### src/rtl/rfsh_pkg.sv
// Shared types for the refresh scheduler.
// Assumes: nothing beyond a synthesizable SystemVerilog flow.
package rfsh_pkg;

    // Phase of the busy window.
    typedef enum logic {
        WIN_IDLE   = 1'b0,
        WIN_ACTIVE = 1'b1
    } win_state_e;

endpackage

### src/rtl/rfsh_tick_timer.sv
// Interval timer: pulses tick_o once every INTERVAL_CYC cycles.
// The first pulse comes on the INTERVAL_CYC-th edge after reset release.
// Assumes INTERVAL_CYC >= 2.
module rfsh_tick_timer #(
    parameter int INTERVAL_CYC = 1560
) (
    input  logic clk,
    input  logic rst_n,
    output logic tick_o
);
    localparam int TW = $clog2(INTERVAL_CYC);
    localparam logic [TW-1:0] LAST = TW'(INTERVAL_CYC - 1);

    logic [TW-1:0] cnt_q;

    // Decode the last count of the interval.
    always_comb tick_o = (cnt_q == LAST);

    // Free-running count that restarts after each tick.
    always_ff @(posedge clk) begin
        if (!rst_n) begin
            cnt_q <= '0;
        end else if (tick_o) begin
            cnt_q <= '0;
        end else begin
            cnt_q <= cnt_q + 1'b1;
        end
    end

    AST_TIMER_RANGE: assert property (@(posedge clk) disable iff (!rst_n)
        cnt_q <= LAST);

    AST_TIMER_RESTART: assert property (@(posedge clk) disable iff (!rst_n)
        tick_o |=> (cnt_q == '0));
endmodule

### src/rtl/rfsh_owed_counter.sv
// Owed-refresh counter: adds a tick, removes a started refresh.
// Raises the request while refreshes are owed and the rank is idle.
// Starts a refresh on a grant, or without one once MAX_OWED is reached.
// Assumes the interval exceeds the busy time plus one cycle, so at most
// one tick lands inside any busy window.
module rfsh_owed_counter #(
    parameter int MAX_OWED = 8
) (
    input  logic clk,
    input  logic rst_n,
    input  logic tick_i,
    input  logic gnt_i,
    input  logic idle_i,
    output logic req_o,
    output logic start_o
);
    localparam int PW = $clog2(MAX_OWED + 1);
    localparam logic [PW-1:0] CEIL = PW'(MAX_OWED);

    logic [PW-1:0] owed_q;
    logic          owed_full;

    // Request and start decisions.
    always_comb begin
        owed_full = (owed_q == CEIL);
        req_o     = (owed_q != '0) && idle_i;
        start_o   = req_o && (gnt_i || owed_full);
    end

    // Owed count: a tick adds one, a start removes one.
    always_ff @(posedge clk) begin
        if (!rst_n) begin
            owed_q <= '0;
        end else begin
            case ({tick_i, start_o})
                2'b10:   owed_q <= owed_q + 1'b1;
                2'b01:   owed_q <= owed_q - 1'b1;
                default: owed_q <= owed_q;
            endcase
        end
    end

    AST_OWED_BOUND: assert property (@(posedge clk) disable iff (!rst_n)
        owed_q <= CEIL);

    AST_NO_OVERFLOW: assert property (@(posedge clk) disable iff (!rst_n)
        !(owed_full && tick_i && !start_o));
endmodule

### src/rtl/rfsh_busy_window.sv
// Busy window: after a start, holds busy_o for exactly BUSY_CYC cycles.
// done_o pulses in the last busy cycle.
// Assumes no start arrives while the window is active.
module rfsh_busy_window
    import rfsh_pkg::*;
#(
    parameter int BUSY_CYC = 64
) (
    input  logic clk,
    input  logic rst_n,
    input  logic start_i,
    output logic busy_o,
    output logic done_o
);
    localparam int BW = $clog2(BUSY_CYC + 1);
    localparam logic [BW-1:0] LOAD = BW'(BUSY_CYC - 1);

    win_state_e    st_q;
    logic [BW-1:0] left_q;

    // Busy flag and last-cycle decode.
    always_comb begin
        busy_o = (st_q == WIN_ACTIVE);
        done_o = busy_o && (left_q == '0);
    end

    // Window state and remaining-cycle count.
    always_ff @(posedge clk) begin
        if (!rst_n) begin
            st_q   <= WIN_IDLE;
            left_q <= '0;
        end else if (start_i) begin
            st_q   <= WIN_ACTIVE;
            left_q <= LOAD;
        end else if (done_o) begin
            st_q   <= WIN_IDLE;
        end else if (busy_o) begin
            left_q <= left_q - 1'b1;
        end
    end

    AST_START_WHEN_IDLE: assert property (@(posedge clk) disable iff (!rst_n)
        start_i |-> !busy_o);

    AST_LEFT_RANGE: assert property (@(posedge clk) disable iff (!rst_n)
        left_q <= LOAD);
endmodule

### src/rtl/rfsh_row_pointer.sv
// Row group pointer: advances by STEP rows when a refresh completes and
// wraps to zero after the last group. A power-of-two row count uses
// natural wrap; any other count compares against the last group.
// Assumes TOTAL_ROWS is a multiple of STEP.
module rfsh_row_pointer #(
    parameter int TOTAL_ROWS = 65536,
    parameter int STEP       = 8
) (
    input  logic                          clk,
    input  logic                          rst_n,
    input  logic                          adv_i,
    output logic [$clog2(TOTAL_ROWS)-1:0] ptr_o
);
    localparam int AW = $clog2(TOTAL_ROWS);
    localparam logic [AW-1:0] STEP_V = AW'(STEP);
    localparam logic [AW-1:0] LAST_GRP = AW'(TOTAL_ROWS - STEP);
    localparam bit POW2 = ((1 << AW) == TOTAL_ROWS);

    logic [AW-1:0] ptr_q;
    logic [AW-1:0] ptr_nxt;

    generate
        if (POW2) begin : g_natural_wrap
            // Modulo arithmetic wraps on its own.
            always_comb ptr_nxt = ptr_q + STEP_V;
        end else begin : g_compare_wrap
            // Explicit return to zero after the last group.
            always_comb ptr_nxt = (ptr_q == LAST_GRP) ? '0 : ptr_q + STEP_V;
        end
    endgenerate

    // Pointer register, moved only on completion.
    always_ff @(posedge clk) begin
        if (!rst_n) begin
            ptr_q <= '0;
        end else if (adv_i) begin
            ptr_q <= ptr_nxt;
        end
    end

    always_comb ptr_o = ptr_q;

    AST_PTR_ALIGNED: assert property (@(posedge clk) disable iff (!rst_n)
        (int'(ptr_q) % STEP) == 0);

    AST_PTR_IN_RANGE: assert property (@(posedge clk) disable iff (!rst_n)
        ptr_q <= LAST_GRP);
endmodule

### src/rtl/rfsh_sched.sv
// Refresh scheduler for one DRAM rank. Owes one refresh per interval,
// asks the command scheduler for it, and marks the rank busy while a
// group of rows is refreshed in every bank at once. The row pointer
// moves on one group at the end of each busy window. Refresh is forced
// once MAX_OWED refreshes are owed.
// Assumes REF_INTERVAL_CYC > busy time + 1 and BANK_ROWS is a multiple
// of ROWS_PER_BANK_CMD.
module rfsh_sched #(
    parameter int REF_INTERVAL_CYC  = 1560,
    parameter int ROW_REF_CYC       = 8,
    parameter int ROWS_PER_BANK_CMD = 8,
    parameter int BANK_ROWS         = 65536,
    parameter int MAX_OWED          = 8
) (
    input  logic                         clk,
    input  logic                         rst_n,
    input  logic                         ref_gnt,
    output logic                         ref_req,
    output logic                         rank_busy,
    output logic [$clog2(BANK_ROWS)-1:0] row_ptr
);
    localparam int BUSY_CYC = ROWS_PER_BANK_CMD * ROW_REF_CYC;

    initial begin
        AST_PARAMS_OK: assert (REF_INTERVAL_CYC > BUSY_CYC + 1
                               && (BANK_ROWS % ROWS_PER_BANK_CMD) == 0
                               && MAX_OWED >= 1);
    end

    logic tick;
    logic start;
    logic done;
    logic busy;

    rfsh_tick_timer #(
        .INTERVAL_CYC (REF_INTERVAL_CYC)
    ) u_timer (
        .clk    (clk),
        .rst_n  (rst_n),
        .tick_o (tick)
    );

    rfsh_owed_counter #(
        .MAX_OWED (MAX_OWED)
    ) u_owed (
        .clk     (clk),
        .rst_n   (rst_n),
        .tick_i  (tick),
        .gnt_i   (ref_gnt),
        .idle_i  (!busy),
        .req_o   (ref_req),
        .start_o (start)
    );

    rfsh_busy_window #(
        .BUSY_CYC (BUSY_CYC)
    ) u_win (
        .clk     (clk),
        .rst_n   (rst_n),
        .start_i (start),
        .busy_o  (busy),
        .done_o  (done)
    );

    rfsh_row_pointer #(
        .TOTAL_ROWS (BANK_ROWS),
        .STEP       (ROWS_PER_BANK_CMD)
    ) u_ptr (
        .clk   (clk),
        .rst_n (rst_n),
        .adv_i (done),
        .ptr_o (row_ptr)
    );

    always_comb rank_busy = busy;

    AST_REQ_LOW_BUSY: assert property (@(posedge clk) disable iff (!rst_n)
        rank_busy |-> !ref_req);

    AST_BUSY_AFTER_GRANT: assert property (@(posedge clk) disable iff (!rst_n)
        (ref_req && ref_gnt) |=> rank_busy);

    AST_GNT_IGNORED: assert property (@(posedge clk) disable iff (!rst_n)
        (!ref_req && !rank_busy && ref_gnt && !start) |=> !rank_busy);

    AST_PTR_ONLY_AT_END: assert property (@(posedge clk) disable iff (!rst_n)
        (row_ptr != $past(row_ptr)) |-> $fell(rank_busy));
endmodule

### config.mk
export PLATFORM = sky130hd
export DESIGN_NAME = rfsh_sched
export DESIGN_NICKNAME = d
export VERILOG_FILES = /design/src/rtl/rfsh_pkg.sv /design/src/rtl/rfsh_tick_timer.sv /design/src/rtl/rfsh_owed_counter.sv /design/src/rtl/rfsh_busy_window.sv /design/src/rtl/rfsh_row_pointer.sv /design/src/rtl/rfsh_sched.sv
export SDC_FILE = /design/constraint.sdc
export NUM_CORES = 1
export LEC_CHECK = 0
export BUFFER_PORTS_ARGS = -buffer_cell sky130_fd_sc_hd__buf_2
export CAP_MARGIN = 10
export CORE_ASPECT_RATIO = 1.25
export CORE_UTILIZATION = 35
export CTS_BUF_LIST = sky130_fd_sc_hd__clkbuf_4
export CTS_CLUSTER_SIZE = 40
export DETAILED_ROUTE_END_ITERATION = 10
export SLEW_MARGIN = 25
export SYNTH_ARGS = -nofsm -noshare
export SYNTH_HDL_FRONTEND = slang
export SYNTH_SLANG_ARGS = --single-unit
### constraint.sdc
create_clock -name clk -period 3.9 [get_ports clk]
set_input_delay 0.195 -clock clk [delete_from_list [all_inputs] [get_ports clk]]
set_output_delay 0.195 -clock clk [all_outputs]
set_load 0.05 [all_outputs]
==> results.toml <==
[critical_path]
endpoint_kind = "register"
worstRegToRegCells = 11
path_class = "reg -> reg"
rr_startpoint = "u_owed.owed_q[1]"
crit_required_ns = 4.18
r2r_slack_ns = 1.27
worstPathArrival_ns = 2.91
timing.critical_path.fanout_max = 7
reg2reg_to = "u_owed.owed_q[2]"
startpoint_type = "register"
worstSetupStartpoint = "u_owed.owed_q[1]"

[synth]
async_flop_share_pct = 0
synth_warnings = 0
synthTopCellsByArea = "dfxtp_1 (40%), xor2_1 (5.9%), ha_1 (4.9%), nor2_1 (4.4%), xnor2_1 (3.4%)"
synth-seq-cells = 36
yosys.area.top_type = "dfxtp_1"
synth.avg_cell_area_um2 = 8.789
synth_flop_cell = "dfxtp_1"
ys_seq_area_share_pct = 40.39
synth_cell_type_count = 43
synth_area_mm2 = 0.001784
synth_edf_count = 0
synth_top_area_share_pct = 40.39
syn_inst = 203

[drt]
ant_nets = 0
drc_errors = 0
drtIter0Drc = 109
viasPerCell = 5.149
post_drt_wl_per_cell_um = 12.07
first_pass_iters = 5
wirelength_mm = 3.405
via_count = 1452

[clock_network]
hold_buffers = 0
cts_buffer_depth = 2
clk_latency_ns = 0.34
cts_resized = 0
root_buffer = "clkbuf_4"
cts_buffers = 5
post-cts-setup-buffers = 0
cts_max_level = 2
clkSinkCount = 36
cts_tree = "done"
clkTransAtPathRegs_ns = 0.10

[timing]
clock.fmax_mhz = 379.8
rsz0062_at_grt = "no"
holdWs_ns = 0.1666
slew_headroom_pct = 53.49
max_slew.worst_pin.slew_ns = 0.6969
setup_violations = 0
slew_viol_final = 0
final.min_clock_period_ns = 2.633
fin_setup_tns_ns = 0
skew_ns = 0.003689
fin_crit_sh_pct = 67.52
hold_viol = 0

[placed_design]
place_hpwl_mm = 2.426
place_area_mm2 = 0.001902
place_inst = 274
place.gp.congestion = 0.7286
portBuffers = 17

[global_routing]
grt_pass1_vias = 1323
antenna_found_initial = 0
grt_pass1_wl_mm = 5.823
grt_overflow = 0
grt_max_degree = 22
grtUsageMet3_pct = 4.306
use_met2_pct = 25.00
grtUsageTotal_pct = 14.33
grt_util_met1_pct = 15.52
grt_busiest_layer = "met2"

[outcome]
status = "finished, final reports clean"

[power_and_ir_drop]
power_switching_w = 0.0001423
p_int_w = 0.0004402
pwr-share-comb_pct = 3.3
swShare_pct = 24.43
power_leakage_nw = 0.7889
power_per_cell_area_mw_per_mm2 = 298.2
clkPwrFrac_pct = 32.8
power.total_w = 0.0005825
p_seq_share_pct = 63.9
peakVddDrop_uv = 120.5

[die]
die_width_um = 65.86
die_area_mm2 = 0.005389
rows = 28
fp.dieH_um = 81.83
pin_count = 21
core-area_mm2 = 0.004835
initial_core_util_pct = 36.90

[final_layout]
syn_to_final_growth_pct = 9.467
finalInstanceArea_mm2 = 0.001953
drive_gt1_share_pct = 13.51
final_cells = 282
fin_nets = 231
n_antenna_cell = 0

[worst_hold_path]
hold_path.class = "in -> reg"
whs_path_depth = 2
hold_path_startpoint = "rst_n"
hold_path_end = "u_win.left_q[3]"

[job]
maxCapViolCount = 0
[cell type report]
cell class / instances / area, um^2
inverter: 6 / 22.52
tap: 60 / 75.07
fill: 502 / 2882
clock buffer: 5 / 37.54
sequential: 36 / 720.7
timing repair buffer: 17 / 85.08
clock inverter: 3 / 13.76
multi-input combinational: 155 / 998.5
[kinds of logic (layout without fill, tap and decap cells)]
family / after synthesis / in the layout / share of synthesized area [%]
muxes: 4 / 4 / 2.244
AOI/OAI and AO/OA: 33 / 33 / 11.57
buffers and inverters: 14 / 31 / 4.067
adders and majority gates: 7 / 7 / 4.909
and+or+nand+nor: 89 / 89 / 27.28
DFF: 36 / 36 / 40.39
other: 1 / 3 / 0.2102
xor gates and xnor gates: 19 / 19 / 9.327
[Yosys cell counts (2+ instances only)]
master	instances
nor2_1	21
ha_1	7
and3_1	6
nand2_1	16
nand4b_1	2
or2_2	2
or3_1	6
nand4_1	4
and4_1	2
a21oi_1	9
buf_4	3
nor3b_1	2
a31oi_1	3
xnor2_1	7
nor3_1	3
clkbuf_1	3
xor2_1	12
nand2b_1	3
inv_1	6
nor4_1	2
mux2i_1	4
dfxtp_1	36
and2_1	2
nand3_1	11
o21ai_0	10
o21a_1	4
[worst max-delay path by stage]
stage,to,depth (start not counted)
finish,u_owed.owed_q[2],11
global placement,u_owed.owed_q[2],11
global route,u_owed.owed_q[2],11
detailed placement,u_owed.owed_q[2],11
CTS,u_owed.owed_q[2],11
floorplan,u_owed.owed_q[2],11
[cell usage in the layout, fill, tap and decap left out, drive strengths merged, types with 2 or more instances in the layout]
master,instances
dfxtp,36
nor2,21
buf,17
nand2,16
xor2,12
nand3,11
o21ai,10
a21oi,9
xnor2,7
ha,7
inv,6
and3,6
or3,6
clkbuf,5
mux2i,4
nand4,4
o21a,4
nor3,4
nand2b,3
a31oi,3
conb,3
clkinv,3
or2,2
nor3b,2
and4,2
and2,2
nand4b,2
nor4,2
or4,2
[flip-flops by register name, summed over array words and instances (netlist names)]
| register | cells |
|---|---|
| u_win.busy_o | 1 |
| u_win.left_q | 7 |
| u_ptr.ptr_o | 13 |
| u_timer.cnt_q | 11 |
| u_owed.owed_q | 4 |
[through the flow]
step,setup slack [ns],utilization [%]
final,1.267,40.40
after global routing,1.056,40.40
after CTS,1.279,40.40
after detailed placement,1.279,39.34
after global placement,1.375,39.34
after floorplan,1.525,-
[power by group through the flow]
| stage | Sequential (W) | Combinational, W | Clock [W] |
|---|---|---|---|
| after floorplan | 0.000380 | 0.0000184 | 0 |
| after global placement | 0.000380 | 0.0000195 | 0 |
| after detailed placement | 0.000381 | 0.0000198 | 0 |
| after CTS | 0.000372 | 0.0000198 | 0.000201 |
| after global routing | 0.000373 | 0.0000217 | 0.000221 |
| final | 0.000372 | 0.0000192 | 0.000191 |
[critical path, stage by stage (launching register included)]
cell and delay, ns:
dfxtp_1 0.38, nor3_1 0.32, mux2i_1 0.13, or2_2 0.31, inv_1 0.15, ha_1 0.29
xor2_1 0.18, ha_1 0.16, a21oi_1 0.04, xor2_1 0.15, or3_1 0.31, a21oi_1 0.14
[per-layer routing]
layer | vias to the layer above | wire length, um
li1 | 752 | -
met1 | 660 | 1622
met2 | 30 | 1556
met3 | 10 | 142
met4 | 0 | 84
met5 | - | 0
(Power assumes the default switching activity.)
